`config.mk`:
```
export PLATFORM = sky130hd
export DESIGN_NAME = pred_elem_seq
export DESIGN_NICKNAME = d
export VERILOG_FILES = /design/src/rtl/pred_elem_seq_pkg.sv /design/src/rtl/pred_elem_seq_lane.sv /design/src/rtl/pred_elem_seq_dp.sv /design/src/rtl/pred_elem_seq_ctrl.sv /design/src/rtl/pred_elem_seq.sv
export SDC_FILE = /design/constraint.sdc
export NUM_CORES = 1
export LEC_CHECK = 0
export ABC_AREA = 1
export BUFFER_PORTS_ARGS = -buffer_cell sky130_fd_sc_hd__buf_2
export CAP_MARGIN = 20
export CORE_ASPECT_RATIO = 2
export CORE_MARGIN = 1
export CORE_UTILIZATION = 57
export CTS_BUF_LIST = sky130_fd_sc_hd__clkbuf_4 sky130_fd_sc_hd__clkbuf_8
export CTS_CLUSTER_DIAMETER = 150
export DETAILED_ROUTE_END_ITERATION = 8
export PLACE_DENSITY = 0.87
export SETUP_SLACK_MARGIN = 0.05
export SLEW_MARGIN = 20
export SYNTH_ARGS = -nofsm -noshare
export SYNTH_HDL_FRONTEND = slang
export SYNTH_SLANG_ARGS = --single-unit
export TNS_END_PERCENT = 30
```
`constraint.sdc`:
```
create_clock -name clk -period 4.23 [get_ports clk]
set_clock_uncertainty 0.1 [all_clocks]
set_input_delay 0.423 -clock clk [delete_from_list [all_inputs] [get_ports clk]]
set_output_delay 0.423 -clock clk [all_outputs]
set_load 0.005 [all_outputs]
```
`src/rtl/pred_elem_seq_pkg.sv`:
```
package pred_elem_seq_pkg;
  localparam int NUM_OPS = 3;
  localparam int OP_RD = 0;
  localparam int OP_RS1 = 1;
  localparam int OP_RS2 = 2;

  typedef struct packed {
    logic load;  // capture inputs, element counter to 0
    logic step;  // advance to the next element
  } seqStrobe_t;
endpackage

```
`src/rtl/pred_elem_seq_lane.sv`:
```
module pred_elem_seq_lane #(
  parameter int REG_W = 5,
  parameter int CW = 5
) (
  input  logic             clk,
  input  logic             rstN,
  input  logic             load,
  input  logic [REG_W-1:0] plainIdx,
  input  logic [REG_W-1:0] redirIdx,
  input  logic             isVec,
  input  logic [CW-1:0]    elemCnt,
  output logic [REG_W-1:0] idx
);
  logic [REG_W-1:0] baseQ;
  logic             vecQ;
  logic [REG_W-1:0] offs;

  always_ff @(posedge clk) begin
    if (!rstN) begin
      baseQ <= '0;
      vecQ  <= 1'b0;
    end else if (load) begin
      baseQ <= isVec ? redirIdx : plainIdx;
      vecQ  <= isVec;
    end
  end

  always_comb begin
    offs = vecQ ? REG_W'(elemCnt) : '0;
    idx  = baseQ + offs;
  end


  scalar_hold_chk: assert property (@(posedge clk) disable iff (!rstN)
    (!load && !vecQ) |=> $stable(idx));
endmodule

```
`src/rtl/pred_elem_seq_dp.sv`:
```
module pred_elem_seq_dp
  import pred_elem_seq_pkg::*;
#(
  parameter int MAX_VL = 32,
  parameter int REG_W = 5,
  localparam int VLW = $clog2(MAX_VL + 1),
  localparam int CW = $clog2(MAX_VL)
) (
  input  logic             clk,
  input  logic             rstN,
  input  seqStrobe_t       strobe,
  input  logic             busy,
  input  logic [REG_W-1:0] opPlain [NUM_OPS],
  input  logic [REG_W-1:0] opRedir [NUM_OPS],
  input  logic             opVec [NUM_OPS],
  input  logic [MAX_VL-1:0] predIn,
  input  logic [VLW:0]     vlIn,
  output logic             startEmpty,
  output logic             lastElem,
  output logic             issueValid,
  output logic [CW-1:0]    issueElem,
  output logic [REG_W-1:0] issueIdx [NUM_OPS]
);
  logic [MAX_VL-1:0] predQ;
  logic [VLW-1:0]    vlQ;
  logic [VLW-1:0]    vlClamp;
  logic              rdVecQ;
  logic [CW-1:0]     elemCnt;
  logic              curBit;

  always_comb begin
    if (vlIn > (VLW+1)'(MAX_VL)) vlClamp = VLW'(MAX_VL);
    else vlClamp = VLW'(vlIn);
    startEmpty = (vlIn == '0);
  end

  always_ff @(posedge clk) begin
    if (!rstN) begin
      predQ   <= '0;
      vlQ     <= '0;
      rdVecQ  <= 1'b0;
      elemCnt <= '0;
    end else if (strobe.load) begin
      predQ   <= predIn;
      vlQ     <= vlClamp;
      rdVecQ  <= opVec[OP_RD];
      elemCnt <= '0;
    end else if (strobe.step) begin
      elemCnt <= elemCnt + 1'b1;
    end
  end

  always_comb begin
    curBit     = predQ[elemCnt];
    lastElem   = ((VLW'(elemCnt) + VLW'(1)) == vlQ) || (!rdVecQ && curBit);
    issueValid = busy && curBit;
    issueElem  = elemCnt;
  end

  for (genvar g = 0; g < NUM_OPS; g++) begin : gLane
    pred_elem_seq_lane #(.REG_W(REG_W), .CW(CW)) lane (
      .clk      (clk),
      .rstN     (rstN),
      .load     (strobe.load),
      .plainIdx (opPlain[g]),
      .redirIdx (opRedir[g]),
      .isVec    (opVec[g]),
      .elemCnt  (elemCnt),
      .idx      (issueIdx[g])
    );
  end


  elem_step_chk: assert property (@(posedge clk) disable iff (!rstN)
    strobe.step |=> elemCnt == CW'($past(elemCnt) + 1'b1));

  elem_bound_chk: assert property (@(posedge clk) disable iff (!rstN)
    busy |-> (VLW'(elemCnt) < vlQ));
endmodule

```
`src/rtl/pred_elem_seq_ctrl.sv`:
```
module pred_elem_seq_ctrl
  import pred_elem_seq_pkg::*;
(
  input  logic       clk,
  input  logic       rstN,
  input  logic       start,
  input  logic       startEmpty,
  input  logic       lastElem,
  output seqStrobe_t strobe,
  output logic       busy,
  output logic       done
);
  logic busyQ;
  logic doneQ;

  always_comb begin
    strobe.load = start && !busyQ;
    strobe.step = busyQ && !lastElem;
  end

  always_ff @(posedge clk) begin
    if (!rstN) begin
      busyQ <= 1'b0;
      doneQ <= 1'b0;
    end else begin
      doneQ <= 1'b0;
      if (strobe.load) begin
        if (startEmpty) doneQ <= 1'b1;
        else busyQ <= 1'b1;
      end else if (busyQ && lastElem) begin
        busyQ <= 1'b0;
        doneQ <= 1'b1;
      end
    end
  end

  assign busy = busyQ;
  assign done = doneQ;


  busy_end_chk: assert property (@(posedge clk) disable iff (!rstN)
    $fell(busyQ) |-> doneQ);

  no_overlap_chk: assert property (@(posedge clk) disable iff (!rstN)
    !(busyQ && doneQ));

  empty_done_chk: assert property (@(posedge clk) disable iff (!rstN)
    (start && !busyQ && startEmpty) |=> (doneQ && !busyQ));

  busy_ignore_chk: assert property (@(posedge clk) disable iff (!rstN)
    (busyQ && !lastElem) |=> busyQ);
endmodule

```
`src/rtl/pred_elem_seq.sv`:
```
module pred_elem_seq
  import pred_elem_seq_pkg::*;
#(
  parameter int MAX_VL = 32,
  parameter int REG_W = 5,
  localparam int VLW = $clog2(MAX_VL + 1),
  localparam int CW = $clog2(MAX_VL)
) (
  input  logic              clk,
  input  logic              rstN,
  input  logic              start,
  input  logic [REG_W-1:0]  rdPlain,
  input  logic [REG_W-1:0]  rdRedir,
  input  logic              rdVec,
  input  logic [REG_W-1:0]  rs1Plain,
  input  logic [REG_W-1:0]  rs1Redir,
  input  logic              rs1Vec,
  input  logic [REG_W-1:0]  rs2Plain,
  input  logic [REG_W-1:0]  rs2Redir,
  input  logic              rs2Vec,
  input  logic [MAX_VL-1:0] predMask,
  input  logic [VLW:0]      vecLen,
  output logic              busy,
  output logic              done,
  output logic              issueValid,
  output logic [CW-1:0]     issueElem,
  output logic [REG_W-1:0]  issueRd,
  output logic [REG_W-1:0]  issueRs1,
  output logic [REG_W-1:0]  issueRs2
);
  seqStrobe_t       strobe;
  logic             startEmpty;
  logic             lastElem;
  logic [REG_W-1:0] opPlain [NUM_OPS];
  logic [REG_W-1:0] opRedir [NUM_OPS];
  logic             opVec [NUM_OPS];
  logic [REG_W-1:0] issueIdx [NUM_OPS];

  always_comb begin
    opPlain[OP_RD]  = rdPlain;
    opPlain[OP_RS1] = rs1Plain;
    opPlain[OP_RS2] = rs2Plain;
    opRedir[OP_RD]  = rdRedir;
    opRedir[OP_RS1] = rs1Redir;
    opRedir[OP_RS2] = rs2Redir;
    opVec[OP_RD]    = rdVec;
    opVec[OP_RS1]   = rs1Vec;
    opVec[OP_RS2]   = rs2Vec;
  end

  pred_elem_seq_ctrl ctrl (
    .clk        (clk),
    .rstN       (rstN),
    .start      (start),
    .startEmpty (startEmpty),
    .lastElem   (lastElem),
    .strobe     (strobe),
    .busy       (busy),
    .done       (done)
  );

  pred_elem_seq_dp #(.MAX_VL(MAX_VL), .REG_W(REG_W)) dp (
    .clk        (clk),
    .rstN       (rstN),
    .strobe     (strobe),
    .busy       (busy),
    .opPlain    (opPlain),
    .opRedir    (opRedir),
    .opVec      (opVec),
    .predIn     (predMask),
    .vlIn       (vecLen),
    .startEmpty (startEmpty),
    .lastElem   (lastElem),
    .issueValid (issueValid),
    .issueElem  (issueElem),
    .issueIdx   (issueIdx)
  );

  assign issueRd  = issueIdx[OP_RD];
  assign issueRs1 = issueIdx[OP_RS1];
  assign issueRs2 = issueIdx[OP_RS2];


  idle_quiet_chk: assert property (@(posedge clk) disable iff (!rstN)
    (!busy) |-> !issueValid);
endmodule

```
==> results.json <==
{
  "outcome": "complete, no violations",
  "synth_edf_count": 0,
  "grt_pass1_wl_mm": 12.21,
  "syn-num-nets": 493,
  "reg2reg_to": "dp.issueElem[1]",
  "io_buffer_count": 97,
  "synth_cell_types": 32,
  "htree_levels": 3,
  "hpwlAfterDp_mm": 5.592,
  "ff_latch_area_um2": 1261,
  "antenna_found_initial": 0,
  "tightest_slew_ns": 0.8710,
  "worstPathMaxFanout": 25,
  "path_clk_slew_ns": 0.07,
  "n_antenna_cell": 0,
  "max_slew_margin": 0.4185,
  "grt_pass1_vias": 2896,
  "ctsHoldBuffers": 0,
  "postSynthAreaPerCell_um2": 8.043,
  "tritoncts": "yes",
  "yosysWarnings": 0,
  "yosysSeqAreaShare": 0.3901,
  "gr-total-overflow": 0,
  "drc": 0,
  "start_util": 0.5965,
  "hold_slack_ns": 0.1940,
  "synthCells": 402,
  "pwr_density_cell_nw_per_um2": 372.1,
  "post-cts-setup-buffers": 0,
  "synthFlopType": "dfxtp_1",
  "place_congestion": 0.9154,
  "startpoint": "dp.issueElem[0]",
  "min_path_type": "in -> reg",
  "num-fill-cells": 445,
  "r2r_cells": 11,
  "dieArea_um2": 5996,
  "die_w_um": 55.26,
  "multiInputGateArea_um2": 1728,
  "required_ns": 3.71,
  "cts.repair.resized": 0,
  "dr.first_iter.drc_count": 104,
  "max_freq_mhz": 321.3,
  "startpoint_type": "flip-flop",
  "clk_latency_ns": 0.34,
  "ys_async_sr_fraction": 0,
  "drive_gt1_frac": 0.2555,
  "grt_setup_unrepaired": "no",
  "reg2reg_slack_ns": 1.69,
  "syn_to_final_growth_pct": 21.13,
  "p_leak_uw": 0.002010,
  "dr.pass1.iters": 5,
  "r2r-start": "dp.issueElem[0]",
  "crit_path_end_kind": "output port",
  "grt_max_degree": 38,
  "cts_sinks": 63,
  "grt_usage": 0.2609,
  "ys_ff_latch": 63,
  "crit_path_end": "issueRd[4]",
  "routed_wl_mm": 7.440,
  "wire_per_inst_um": 13.36,
  "p_total_uw": 1457,
  "vias_per_cell": 5.479,
  "worst-setup-path-type": "reg -> out",
  "core-area_um2": 5420,
  "num_rows": 38,
  "hold_viol": 0,
  "setup_viol": 0,
  "arrival_ns": 2.59,
  "finalCriticalPeriod_ns": 3.113,
  "synth_area_um2": 3233,
  "vias": 3052,
  "post-route-period-util": 0.7359,
  "timing.final.max_slew_violations": 0,
  "die_height_um": 108.5,
  "cts_buffer_depth": 2,
  "nNetsFinal": 583,
  "fin_setup_tns_ns": 0,
  "hp-start": "predMask[17]",
  "maxCapViolations": 0,
  "io_pins": 98,
  "cts_made_buffers": 9,
  "postRouteAntennaNets": 0,
  "ir_drop_v": 0.0004113,
  "whs_path_depth": 2,
  "root_buffer": "clkbuf_8"
}
-- how the worst min path moves through the flow --
stage,endpoint,slack [ns]
floorplan,dp.gLane[0].lane.baseQ[0],0.33
global placement,dp.gLane[0].lane.baseQ[3],0.35
detailed placement,dp.gLane[1].lane.baseQ[0],0.36
CTS,dp.predQ[16],0.18
global route,dp.predQ[12],0.17
finish,dp.predQ[17],0.19
-- cells in the mapped netlist, types with 3 or more instances --
| cell | instances | area [um^2] |
|---|---|---|
| nand2_1 | 95 | 356.6 |
| dfxtp_1 | 63 | 1261 |
| inv_1 | 38 | 142.6 |
| nand3_1 | 37 | 185.2 |
| a22o_1 | 32 | 280.3 |
| o21ai_0 | 24 | 120.1 |
| mux2i_1 | 15 | 150.1 |
| ha_1 | 13 | 162.7 |
| nor2_1 | 13 | 48.80 |
| xor2_1 | 13 | 113.9 |
| a21oi_1 | 9 | 45.04 |
| clkbuf_1 | 7 | 26.28 |
| buf_1 | 5 | 18.77 |
| buf_2 | 5 | 25.02 |
| xnor2_1 | 5 | 43.79 |
| o22ai_1 | 4 | 25.02 |
| fa_1 | 3 | 60.06 |
| nor2_2 | 3 | 18.77 |
-- final cells by class --
cell class,instances,share of cell area
sequential,63,0.3220
tap,60,0.01917
timing repair buffer,99,0.1278
clock inverter,6,0.01534
clock buffer,10,0.03514
multi-input combinational,278,0.4412
inverter,41,0.03930
-- flip-flops by register name, summed over array words and instances (netlist names) --
signal	count
dp.predQ	32
dp.gLane.lane.baseQ	15
dp.vlQ	6
dp.issueElem	5
dp.gLane.lane.vecQ	3
ctrl.busy	1
ctrl.done	1
-- cell usage in the layout, fill, tap and decap left out, types with 3 or more instances in the layout --
cell type	n
buf_2	97
nand2_1	95
dfxtp_1	63
inv_1	38
nand3_1	37
a22o_1	32
o21ai_0	24
mux2i_1	15
xor2_1	13
ha_1	13
nor2_1	12
clkbuf_8	10
a21oi_1	9
xnor2_1	5
o22ai_1	4
nor2_2	3
fa_1	3
clkinv_2	3
-- stage by stage --
stage / setup slack (ns) / utilization / instances / instance area [um^2]
6_report: 1.117 / 0.7225 / 557 / 3916
3_5_place_dp: 1.499 / 0.6861 / 541 / 3719
2_1_floorplan: 2.009 / - / 402 / 3233
4_1_cts: 1.120 / 0.7225 / 557 / 3916
5_1_grt: 0.9449 / 0.7225 / 557 / 3916
3_3_place_gp: 1.526 / 0.6861 / 541 / 3719
-- critical path, cell delays in order, from the launching register on --
cell,delay [ns]
dfxtp_1,0.89
nand2_1,0.10
inv_1,0.09
ha_1,0.16
inv_1,0.05
fa_1,0.40
o21ai_0,0.19
a21oi_1,0.10
xor2_1,0.15
buf_2,0.13
-- per-layer routing --
metal | global-route usage | share of wire
met1 | 0.2509 | 0.36
met2 | 0.5043 | 0.57
met4 | 0.1286 | 0.031
met5 | 0 | 0
met3 | 0.06220 | 0.042
-- where the power goes --
| group | total [uW] | internal (uW) | switching (uW) |
|---|---|---|---|
| Clock | 511 | 285 | 227 |
| Sequential | 686 | 639 | 47.5 |
| Combinational | 260 | 119 | 141 |
| Total | 1460 | 1040 | 415 |
-- cells by family (layout without fill, tap and decap cells) --
kind of cell | count (synthesis) | in the layout | share of synthesized area
xor+xnor | 18 | 18 | 0.04876
simple gates | 157 | 157 | 0.2148
buf+inv | 61 | 156 | 0.07779
fa+ha+maj | 16 | 16 | 0.06889
compound gates | 72 | 72 | 0.1532
flops | 63 | 63 | 0.3901
mux | 15 | 15 | 0.04644
(Power assumes the default switching activity.)
